==> src/rtl/rvseq_pkg.sv <==
package rvseq_pkg;
   typedef enum logic [2:0] {
      PH_BOOT = 3'd0,
      PH_C0   = 3'd1,
      PH_C1   = 3'd2,
      PH_C2   = 3'd3,
      PH_C3   = 3'd4
   } phase_e;

   localparam logic [1:0] HT_IDLE   = 2'b00;
   localparam logic [1:0] HT_NONSEQ = 2'b10;

   localparam logic [1:0] AS_PC   = 2'd0;
   localparam logic [1:0] AS_PC4  = 2'd1;
   localparam logic [1:0] AS_DATA = 2'd2;
   localparam logic [1:0] AS_NEXT = 2'd3;

   localparam int HALF_W = 16;
endpackage

==> src/rtl/rvseq_phase_fsm.sv <==
module rvseq_phase_fsm
   import rvseq_pkg::*;
(
   input  logic   clk,
   input  logic   rst_n,
   input  logic   hready,
   input  logic   need_c1,
   output phase_e phase
);
   phase_e nxt;

   always_comb begin
      nxt = phase;
      case (phase)
         PH_BOOT: nxt = PH_C0;
         PH_C0:   nxt = need_c1 ? PH_C1 : PH_C2;
         PH_C1:   nxt = PH_C2;
         PH_C2:   nxt = PH_C3;
         PH_C3:   nxt = PH_C0;
         default: nxt = PH_BOOT;
      endcase
   end

   always_ff @(posedge clk) begin
      if (!rst_n)      phase <= PH_BOOT;
      else if (hready) phase <= nxt;
   end
endmodule

==> src/rtl/rvseq_fetch_align.sv <==
module rvseq_fetch_align
   import rvseq_pkg::*;
#(
   parameter int XLEN = 32
)(
   input  logic            clk,
   input  logic            rst_n,
   input  logic            hready,
   input  phase_e          phase,
   input  logic            pc_half,
   input  logic [XLEN-1:0] hrdata,
   output logic            need_c1,
   output logic            ir_lo_en,
   output logic            ir_hi_en,
   output logic            dec_en,
   output logic [31:0]     instr,
   output logic            instr_c
);
   localparam int NHALF = XLEN / HALF_W;

   logic [HALF_W-1:0] hw [NHALF];
   logic [HALF_W-1:0] first_hw;
   logic [HALF_W-1:0] hi_next;
   logic              first_c;
   logic              c0_done;
   logic              c1_done;
   logic [HALF_W-1:0] ir_lo;
   logic [HALF_W-1:0] ir_hi;

   genvar g;
   generate
      for (g = 0; g < NHALF; g++) begin : g_lane
         assign hw[g] = hrdata[g*HALF_W +: HALF_W];
      end
   endgenerate

   assign first_hw = pc_half ? hw[1] : hw[0];
   assign first_c  = (first_hw[1:0] != 2'b11);
   assign c0_done  = (phase == PH_C0) && hready;
   assign c1_done  = (phase == PH_C1) && hready;
   assign need_c1  = (phase == PH_C0) && pc_half && !first_c;

   assign ir_lo_en = c0_done;
   assign ir_hi_en = c0_done || c1_done;
   assign dec_en   = c0_done && first_c;

   always_comb begin
      if (c1_done)                   hi_next = hw[0];
      else if (!pc_half && !first_c) hi_next = hw[1];
      else                           hi_next = '0;
   end

   always_ff @(posedge clk) begin
      if (!rst_n) begin
         ir_lo   <= '0;
         ir_hi   <= '0;
         instr_c <= 1'b0;
      end else begin
         if (ir_lo_en) begin
            ir_lo   <= first_hw;
            instr_c <= first_c;
         end
         if (ir_hi_en) ir_hi <= hi_next;
      end
   end

   assign instr = {ir_hi, ir_lo};
endmodule

==> src/rtl/rvseq_bus_ctl.sv <==
module rvseq_bus_ctl
   import rvseq_pkg::*;
#(
   parameter bit WB_ON_STORE = 1'b0
)(
   input  logic       rst_n,
   input  logic       hready,
   input  phase_e     phase,
   input  logic       need_c1,
   input  logic       is_load,
   input  logic       is_store,
   output logic [1:0] htrans,
   output logic [1:0] addr_sel,
   output logic       hwrite,
   output logic       wdata_en,
   output logic       rf_we,
   output logic       pc_adv
);
   logic wb_ok;

   generate
      if (WB_ON_STORE) begin : g_wb_all
         assign wb_ok = 1'b1;
      end else begin : g_wb_nostore
         assign wb_ok = !is_store;
      end
   endgenerate

   always_comb begin
      htrans   = HT_IDLE;
      addr_sel = AS_PC;
      hwrite   = 1'b0;
      wdata_en = 1'b0;
      rf_we    = 1'b0;
      pc_adv   = 1'b0;
      if (rst_n) begin
         case (phase)
            PH_BOOT: htrans = HT_NONSEQ;
            PH_C0: begin
               if (need_c1 && hready) begin
                  htrans   = HT_NONSEQ;
                  addr_sel = AS_PC4;
               end
            end
            PH_C2: begin
               if (is_load || is_store) begin
                  htrans   = HT_NONSEQ;
                  addr_sel = AS_DATA;
                  hwrite   = is_store;
               end
            end
            PH_C3: begin
               htrans   = HT_NONSEQ;
               addr_sel = AS_NEXT;
               wdata_en = is_store;
               pc_adv   = hready;
               rf_we    = hready && wb_ok;
            end
            default: ;
         endcase
      end
   end
endmodule

==> src/rtl/rv_bus_sequencer.sv <==
module rv_bus_sequencer
   import rvseq_pkg::*;
#(
   parameter int XLEN        = 32,
   parameter bit WB_ON_STORE = 1'b0
)(
   input  logic            clk,
   input  logic            rst_n,
   input  logic            hready,
   input  logic            pc_half,
   input  logic [XLEN-1:0] hrdata,
   input  logic            is_load,
   input  logic            is_store,
   output logic [2:0]      phase,
   output logic [1:0]      addr_sel,
   output logic [1:0]      htrans,
   output logic            hwrite,
   output logic            ir_lo_en,
   output logic            ir_hi_en,
   output logic            dec_en,
   output logic [31:0]     instr,
   output logic            instr_c,
   output logic            wdata_en,
   output logic            rf_we,
   output logic            pc_adv,
   output logic            pc_len4
);
   generate
      if (XLEN != 32) begin : g_bad_xlen
         $error("rv_bus_sequencer: XLEN must be 32");
      end
   endgenerate

   phase_e ph;
   logic   need_c1;

   rvseq_phase_fsm u_fsm (
      .clk     (clk),
      .rst_n   (rst_n),
      .hready  (hready),
      .need_c1 (need_c1),
      .phase   (ph)
   );

   rvseq_fetch_align #(.XLEN(XLEN)) u_align (
      .clk      (clk),
      .rst_n    (rst_n),
      .hready   (hready),
      .phase    (ph),
      .pc_half  (pc_half),
      .hrdata   (hrdata),
      .need_c1  (need_c1),
      .ir_lo_en (ir_lo_en),
      .ir_hi_en (ir_hi_en),
      .dec_en   (dec_en),
      .instr    (instr),
      .instr_c  (instr_c)
   );

   rvseq_bus_ctl #(.WB_ON_STORE(WB_ON_STORE)) u_bus (
      .rst_n    (rst_n),
      .hready   (hready),
      .phase    (ph),
      .need_c1  (need_c1),
      .is_load  (is_load),
      .is_store (is_store),
      .htrans   (htrans),
      .addr_sel (addr_sel),
      .hwrite   (hwrite),
      .wdata_en (wdata_en),
      .rf_we    (rf_we),
      .pc_adv   (pc_adv)
   );

   assign phase   = ph;
   assign pc_len4 = !instr_c;
endmodule

==> config.mk <==
export PLATFORM = sky130hd
export DESIGN_NAME = rv_bus_sequencer
export DESIGN_NICKNAME = d
export VERILOG_FILES = /design/src/rtl/rvseq_pkg.sv /design/src/rtl/rvseq_phase_fsm.sv /design/src/rtl/rvseq_fetch_align.sv /design/src/rtl/rvseq_bus_ctl.sv /design/src/rtl/rv_bus_sequencer.sv
export SDC_FILE = /design/constraint.sdc
export NUM_CORES = 1
export LEC_CHECK = 0
export BUFFER_PORTS_ARGS = -buffer_cell sky130_fd_sc_hd__buf_2
export CAP_MARGIN = 20
export CORE_MARGIN = 5
export CORE_UTILIZATION = 27
export CTS_CLUSTER_SIZE = 12
export DETAILED_ROUTE_END_ITERATION = 12
export PLACE_DENSITY = 0.6
export SKIP_LAST_GASP = 1
export SYNTH_ARGS = -nofsm -noshare
export SYNTH_HDL_FRONTEND = slang
export SYNTH_SLANG_ARGS = --single-unit
==> constraint.sdc <==
create_clock -name clk -period 1.8 [get_ports clk]
set_input_delay 0.27 -clock clk [delete_from_list [all_inputs] [get_ports clk]]
set_output_delay 0.27 -clock clk [all_outputs]
set_load 0.02 [all_outputs]
# [After elaboration in Yosys (flattened, before gate mapping)]
# Index checks and enable logic that the tools add are counted.
[op_classes] eq_ne=5 muxes=21 n_reduce_logical=16
[ops] operator="16-bit 2-to-1 mux" count=3
[ops] operator="2-bit case mux with 3 select lines" count=2
[ops] operator="3-bit case mux with 4 select lines" count=1
[ops] operator="1-bit 2-to-1 mux" count=11
[ops] operator="1-bit logical AND" count=8
[ops] operator="2-bit 2-to-1 mux" count=4
[ops] operator="3-bit by 2-bit equality test with 1-bit output, second input constant" count=2
[ops] operator="1-bit logical NOT" count=4
[ops] operator="3-bit by 1-bit equality test with 1-bit output, second input constant" count=1
[ops] operator="3-bit equality test, second input constant" count=1
[ops] operator="3-bit logical NOT" count=1
[ops] operator="1-bit logical OR" count=2
[ops] operator="2-bit inequality test, second input constant" count=1
[ops] operator="2-bit OR reduction" count=1
[totals] register_bits=36 out_inout_bits=48 input_bits=38 wordCells=46

# [Depth between registers and ports, before layout]
# Gate-level depths: netlist (run 1).
[logic_depth] depth_word=8 depth_mapped=6 ltp_nobuf=3

# [By module]
# A second synthesis (run 1) with hierarchy kept.
[unflattened] cells_unflattened=247 hier_area_um2=2215.9
[modules_own_cells] module="rvseq_fetch_align" cells_each=210 seq_area_each_um2=660.6 instances=1 area_each_um2=1919.3
[modules_own_cells] module="rvseq_bus_ctl" cells_each=22 seq_area_each_um2=0.0 instances=1 area_each_um2=146.4
[modules_own_cells] module="rvseq_phase_fsm" cells_each=14 seq_area_each_um2=60.1 instances=1 area_each_um2=146.4
[modules_own_cells] module="rv_bus_sequencer" cells_each=1 seq_area_each_um2=0.0 instances=1 area_each_um2=3.8

# [Worst setup path after synthesis (run 1)]
# OpenSTA, ideal clock, no wires.
[synth_timing] path_kind="register -> output" start="reg u_fsm.phase[2]" end="out rf_we" setup_slack_ps=-121 n_path_buf=1 arrival_time_ps=1651 stages_incl_launch_ff=5 required_time_ps=1530 path_cell_list="dfxtp_1 > clkbuf_1 > nor4bb_1 > and2_1 > nor2b_1"
[synth_between] elab_chain_cells=3
[synth_lines] element="from (decl)" line_no="rvseq_phase_fsm.sv:8" rtl="output phase_e phase"
[synth_lines] element="from (signal assigned)" line_no="rvseq_phase_fsm.sv:26" rtl="else if (hready) phase <= nxt;"
[synth_lines] element="3-bit equality test" line_no="rvseq_bus_ctl.sv:37" rtl="case (phase)"
[synth_lines] element="1-bit 2-to-1 mux" line_no="rvseq_bus_ctl.sv:37"
[synth_lines] element="1-bit 2-to-1 mux" line_no="rvseq_bus_ctl.sv:36" rtl="if (rst_n) begin"
[synth_lines] element="to (decl)" line_no="rv_bus_sequencer.sv:24" rtl="output logic rf_we,"
# Every way passes these cells.

# [Final worst setup path (run 1)]
[layout_timing] start="reg u_fsm.phase[2]" end="out addr_sel[0]"
[layout_between] elab_chain_cells=7 word_cells_on_any_way=9 cone_classes="3 x eq/ne; 3 x mux; 3 x reduce/logical"
[layout_lines] element="3-bit by 1-bit equality test with 1-bit output" line_no="rvseq_fetch_align.sv:41, rvseq_bus_ctl.sv:37"
[layout_lines] element="1-bit logical AND (2 in series)" line_no="rvseq_fetch_align.sv:41" rtl="assign need_c1 = (phase == PH_C0) && pc_half && !first_c;"
[layout_lines] element="1-bit logical AND" line_no="rvseq_bus_ctl.sv:40" rtl="if (need_c1 && hready) begin"
[layout_lines] element="1-bit 2-to-1 mux" line_no="rvseq_bus_ctl.sv:40"
[layout_lines] element="2-bit case mux with 3 select lines (*)" line_no="rvseq_bus_ctl.sv:37"
[layout_lines] element="2-bit 2-to-1 mux (*)" line_no="rvseq_bus_ctl.sv:36"
[layout_lines] element="to (decl)" line_no="rv_bus_sequencer.sv:15" rtl="output logic [1:0] addr_sel,"
# Mark *: on every way between the ends. The rest lies on a longest branch, timed or not.

==> metrics.txt, run 1 <==
status=finished, final reports clean; Req. time, crit path=1.53 ns; grt ovf=0; Crit. End Element=output pin; row cnt=33; Layout area overhead=32.64%; Ys Warns=0; power density of the placed cells=around 690 nW/µm²; cts bufs inserted=5; first-pass GRT wire length=about 12,000 µm; Die Height=about 100 µm; Clk pin slew, worst setup/hold paths=roughly 0.08 ns; Max Slew Vio Count=0; Setup crit start kind=flip-flop; Hold Path Depth=4; Max Cap Viol=0; post-synthesis sequential area ratio=0.3144; final setup margin=0.006776 ns; Skew-Pair Late Insertion Delay=around 0.29 ns; core area=8258 µm²; routed wire length=~8000 µm; Reg2Reg Depth=6; hold_buf cts=0; largest net degree at the start of global routing=between 40 and 50; crit path DAT=between 1.5 and 2 ns; r2r endpoint=u_align.ir_hi[14]; gr usage total=0.1509; hold crit path type=input pin to flip-flop; worst hold start=hrdata[3]; Root Driver=clkbuf_8; Tcrit/Tclk final=0.9962; Peak supply drop=~0.35 mV; Syn Inst Count=270; Syn Nets=308; Max Freq=557.7 MHz; setup_tns=0 ns; via count=between 2,000 and 2,500; total clock sinks=36; initial antenna violation count=0; Post-Syn Area=between 2000 and 2500 µm²; Nets=roughly 390; Worst Path Max Fanout=6; DR WL/cell=between 15 and 20 µm; # DRC=0; DRT antenna net count=0; worst reg-to-reg setup slack=around 0.18 ns; post-layout min period=between 1.5 and 2 ns; unique cell type count in the Yosys netlist=32; vias in the first global route=roughly 2,300; CP Class=flip-flop to output pin; # IOs=86; skew final=0.006559 ns; final hold violation count=0; post-synthesis register bit count=36; die area=between 10,000 and 15,000 µm²; Final HPWL DP=around 5600 µm; placer's final routability congestion estimate=0.8080; average size of a mapped cell=~8.5 µm²; RSZ-0062 raised after global routing=yes; TritonCTS clock tree=built; worst reg2reg startpoint=u_fsm.phase[2]; DRT Pass-1 Iters=5; clock buffer depth=2; Leakage=around 1.4 nW; Die W=between 100 and 150 µm; worst setup path start=u_fsm.phase[2]; 1st-iter DRT viols=about 180; ratio of cells with drive above 1 in the final layout=0.3732; Place WS=about 0.16 ns; # setup viols final=0; worst hold endpoint=u_align.ir_lo[3]; Port Buffers=between 80 and 90; Initial Util=0.2776; H-tree Lvls=2; drt via density=just over 5
power by group:
part           switching, mW  internal (mW)  total, mW  leakage, nW
Combinational          0.298          0.197      0.495         1.09
Clock                  0.326          0.410      0.736       0.0541
Sequential            0.0316          0.838      0.870        0.295
critical path, cell delays in order (launching register included):
cell and delay [ns]:
dfxtp_4 0.38, nand2b_1 0.15, or3_1 0.38, a21oi_2 0.18
buf_6 0.14
per-stage QoR:
step / hold WS (ns) / power [mW] / utilization / std cells / instance area, µm²
2_1_floorplan: 0.5238 / 1.183 / - / 270 / 2300
3_3_place_gp: 0.4773 / 1.360 / 0.3435 / 444 / 2836
3_5_place_dp: 0.4829 / 1.364 / 0.3435 / 444 / 2836
4_1_cts: 0.3704 / 2.106 / 0.3583 / 453 / 2959
5_1_grt: 0.3943 / 2.198 / 0.3679 / 456 / 3038
6_report: 0.3707 / 2.101 / 0.3682 / 457 / 3040
cells in the final DEF (no fill, tap or decap), types with 2 or more instances in the layout:
master	Yosys	layout
nor2_1	6	6
nand2_1	36	36
inv_1	2	2
dfxtp_4	0	3
nor4bb_4	0	2
o21ai_0	3	3
buf_6	2	2
nand4b_1	16	16
nor3_2	10	10
a21boi_0	17	17
o211a_1	17	17
buf_4	2	17
clkbuf_8	0	5
nand2b_1	20	20
dfxtp_1	36	33
buf_2	6	82
and2_1	4	3
a21oi_1	19	18
nor2b_1	3	2
nor3_1	7	7
mux2i_1	16	16
o31a_1	16	16
sequential cells by signal, summed over array words and instances (netlist names):
signal,flops
u_align.ir_lo,16
u_align.ir_hi,16
u_fsm.phase,3
u_align.instr_c,1
repair_timing:
item | CTS | global route
resized for setup | 3 | 11
endpoints found under the setup margin | 7 | 7
setup buffers | 1 | 2
pin swaps | 1 | 2
cloned | 0 | 1
cell usage after synthesis:
cell	number	area share
xnor2_1	1	0.0038
nand3_1	1	0.0022
nor3_1	7	0.015
nor2b_1	3	0.0082
nand2_1	36	0.059
o21ai_0	3	0.0065
nor4bb_1	2	0.0087
conb_1	1	0.0016
o31a_1	16	0.061
o32ai_1	1	0.0038
mux2i_1	16	0.070
a21boi_0	17	0.056
nor2_1	6	0.0098
inv_1	2	0.0033
buf_4	2	0.0065
o311a_1	1	0.0044
nand2b_1	20	0.055
dfxtp_1	36	0.31
o31ai_1	1	0.0033
buf_1	1	0.0016
or3_1	1	0.0027
a21oi_1	19	0.041
or4b_4	1	0.0060
buf_2	6	0.013
buf_12	1	0.0087
o211a_1	17	0.074
buf_6	2	0.0098
nor3_2	10	0.044
nand4b_1	16	0.061
clkbuf_1	19	0.031
o21a_1	1	0.0033
and2_1	4	0.011
worst max-delay path by stage:
stage                  endpoint  cells after the start
floorplan                 rf_we                      4
global placement       ir_lo_en                      3
detailed placement        rf_we                      4
CTS                       rf_we                      4
global route        addr_sel[0]                      4
finish              addr_sel[0]                      4
area by class of cell:
class	count	area, µm²
Antenna cell	1	2.502
Clock buffer	5	68.82
Clock inverter	3	42.54
Fill cell	887	5218
Inverter	2	7.507
Multi-Input combinational cell	201	1445
Sequential cell	36	732.0
Tap cell	105	131.4
Timing Repair Buffer	104	610.6
kinds of logic after synthesis:
group / after synthesis / synth area share
other: 1 / 0.001636
and+or+nand+nor: 107 / 0.2822
muxes: 16 / 0.06987
AOI/OAI and AO/OA: 76 / 0.2538
buffers and inverters: 33 / 0.07423
DFF: 36 / 0.3144
xor gates and xnor gates: 1 / 0.003822
per-layer routing:
| layer | track usage | vias to the layer above | wire length, µm |
|---|---|---|---|
| met5 | 0 | - | 0 |
| met4 | 0.03229 | 0 | 60 |
| met3 | 0.04573 | 5 | 711 |
| met2 | 0.2334 | 106 | 3856 |
| met1 | 0.2078 | 1105 | 3447 |
| li1 | - | 1132 | - |
Note: power is estimated with default switching activity, not from simulation.
==> run 2: changes to the inputs <==
CORE_UTILIZATION = 49   (was 27)
PLACE_DENSITY = 0.91   (was 0.6)
==> run 2 against run 1 <==
Clock-buffer cell count grew 1. Cell area shrank 3.1%. Critical path depth is the same. Critical endpoint unchanged. Highest routed layer unchanged. Largest cell class unchanged.
==> metrics.txt, run 2 (synthesis results as in run 1) <==
RSZ-0062 raised after global routing=no (was yes); Worst Path Max Fanout=8 (was 6); Critical Path, Cell by Cell=inv_1, or3_1, a21oi_2, buf_4 (was nand2b_1, or3_1, a21oi_2, buf_6); Sw Ratio=0.3243 (was 0.3118); skew final=0.01116 ns (was 0.006559 ns); Die Height=78.40 µm (was 102.1 µm); cts bufs inserted=5 (unchanged); hold crit path type=input pin to flip-flop (unchanged); highest routed layer=met4 (unchanged); via count=2,424 (was 2,348); internal power=1.351 mW (was 1.446 mW); DR WL/cell=17.70 µm (was 17.67 µm); Critical Path Max Stage Delay=0.41 ns (was 0.38 ns); largest net degree at the start of global routing=41 (unchanged); # setup viols final=0 (unchanged); Reg power frac=0.437 (was 0.414); gr usage total=0.2244 (was 0.1509); commonest non-fill, non-tap cells in the layout=buf_2, nand2_1, dfxtp_1, nand2b_1 (was buf_2, nand2_1, dfxtp_1, nand2b_1, a21oi_1); crit path DAT=1.49 ns (was 1.52 ns); # DRC=0 (unchanged); Peak supply drop=0.4111 mV (was 0.3497 mV); DRT Pass-1 Iters=5 (unchanged); core area=4444 µm² (was 8258 µm²); Worst Setup EP=addr_sel[0] (unchanged); Max Cap Viol=0 (unchanged); Setup crit start kind=flip-flop (unchanged); wire length on met2=3193 µm (was 3856 µm); Crit-path slowest cell=dfxtp_4 (unchanged); Largest regs=u_align.ir_hi x16, u_align.ir_lo x16, u_fsm.phase x3 (unchanged); die area=6146 µm² (was 10,430 µm²); Clk pin slew, worst setup/hold paths=0.08 ns (about the same); 1st-iter DRT viols=179 (unchanged); most common cell after layout, fill and taps aside=buf_2 (unchanged); CP Class=flip-flop to output pin (unchanged); worst reg2reg startpoint=u_fsm.phase[2] (unchanged); # IOs=86 (unchanged); routed wire length=7117 µm (was 8075 µm); drt via density=6.030 (was 5.138); Max Slew Vio Count=0 (unchanged); Leakage=1.430 nW (was 1.436 nW); placer's final routability congestion estimate=0.8702 (was 0.8080); Root Driver=clkbuf_8 (unchanged); clock buffer depth=2 (unchanged); Final HPWL DP=4956 µm (was 5621 µm); Power, Total=2.000 mW (was 2.101 mW); vias in the first global route=2,226 (was 2,261); r2r endpoint=u_align.ir_hi[13] (was u_align.ir_hi[14]); Max Freq=569.6 MHz (was 557.7 MHz); ratio of cells with drive above 1 in the final layout=0.3686 (was 0.3732); metal3 WL=648 µm (was 711 µm); Layout area overhead=28.55% (was 32.64%); Place WS=0.1933 ns (was 0.1583 ns); Initial Util=0.5158 (was 0.2776); Port Buffers=84 (unchanged); Reg2Reg Depth=4 (was 6); row cnt=24 (was 33); Die W=78.40 µm (was 102.1 µm); Skew-Pair Late Insertion Delay=0.30 ns (was 0.29 ns); Ant. Diodes=0 (was 1); clock power share=0.319 (was 0.350); Nets=387 (was 388); Crit. End Element=output pin (unchanged); status=finished, final reports clean (unchanged); worst reg-to-reg setup slack=0.15 ns (was 0.18 ns); power density of the placed cells=678.7 nW/µm² (was 690.9 nW/µm²); post-layout min period=1.756 ns (was 1.793 ns); worst setup path start=u_fsm.phase[0] (was u_fsm.phase[2]); WL met1=3131 µm (was 3447 µm); grt ovf=0 (unchanged); final hold violation count=0 (unchanged); initial antenna violation count=0 (unchanged); H-tree Lvls=2 (unchanged); Sw Pwr=648.5 µW (was 654.9 µW); Tcrit/Tclk final=0.9754 (was 0.9962); total clock sinks=36 (unchanged); final setup margin=0.04425 ns (was 0.006776 ns); Logic pwr share=0.244 (was 0.236); DRT antenna net count=0 (unchanged); first-pass GRT wire length=11,030 µm (was 12,320 µm); TritonCTS clock tree=built (unchanged); Req. time, crit path=1.53 ns (about the same)
-- run 2: metrics by stage --
step / hold WS (ns) / util / area [µm²] / TNS (ns) / cells
6_report: 0.3513 / 0.6630 / 2947 / 0 / 402
2_1_floorplan: 0.5238 / - / 2300 / 0 / 270
4_1_cts: 0.3533 / 0.6548 / 2910 / -0.004124 / 401
3_3_place_gp: 0.4748 / 0.6233 / 2770 / 0 / 391
5_1_grt: 0.3587 / 0.6630 / 2947 / 0 / 402
3_5_place_dp: 0.4849 / 0.6233 / 2770 / 0 / 391
-- run 2: repair_timing --
action / CTS / global route
pin swaps: 1 / 0
endpoints found under the hold margin: 0 / 0
gates resized for setup: 3 / 8
buffers inserted: 1 / 1
endpoints found under the setup margin: 7 / 5
gates cloned: 1 / 0
hold buffers: 0 / 0
-- run 2: area by class of cell --
type | count | area [µm²]
Multi-Input combinational cell | 201 | 1443
Clock buffer | 6 | 82.58
Clock inverter | 2 | 13.76
Timing Repair Buffer | 103 | 603.1
Sequential cell | 36 | 732.0
Inverter | 2 | 7.507
Fill cell | 356 | 1498
Tap cell | 52 | 65.06
-- run 2: worst min path at each step --
stage / from / cells past startpoint / slack, ns / end
6_report: hrdata[30] / 4 / 0.35 / u_align.ir_lo[14]
5_1_grt: hrdata[30] / 4 / 0.36 / u_align.ir_lo[14]
4_1_cts: hrdata[3] / 4 / 0.35 / u_align.ir_lo[3]
3_5_place_dp: u_align.ir_lo[14] / 1 / 0.48 / u_align.ir_lo[14]
3_3_place_gp: u_align.ir_lo[7] / 1 / 0.47 / u_align.ir_lo[7]
2_1_floorplan: hrdata[0] / 3 / 0.52 / u_align.ir_lo[0]
-- run 2: layer usage --
layer	vias up	GRT usage
li1	1128	-
met1	1155	0.3127
met2	126	0.3459
met3	15	0.04805
met4	0	0.07343
met5	-	0
-- run 2: power by group through the flow --
| stage | clock network (mW) | logic (mW) | registers [mW] |
|---|---|---|---|
| finish | 0.638 | 0.489 | 0.873 |
| global route | 0.673 | 0.521 | 0.878 |
| CTS | 0.636 | 0.479 | 0.872 |
| detailed placement | 0 | 0.464 | 0.889 |
| global placement | 0 | 0.458 | 0.886 |
| floorplan | 0 | 0.248 | 0.935 |
-- run 2: worst max-delay path: cells and delay by family (launching register included) --
kind                   cells  cell delay [ns]
buffers and inverters      2             0.25
and+or+nand+nor            1             0.39
AOI/OAI and AO/OA          1             0.14
DFF                        1             0.41
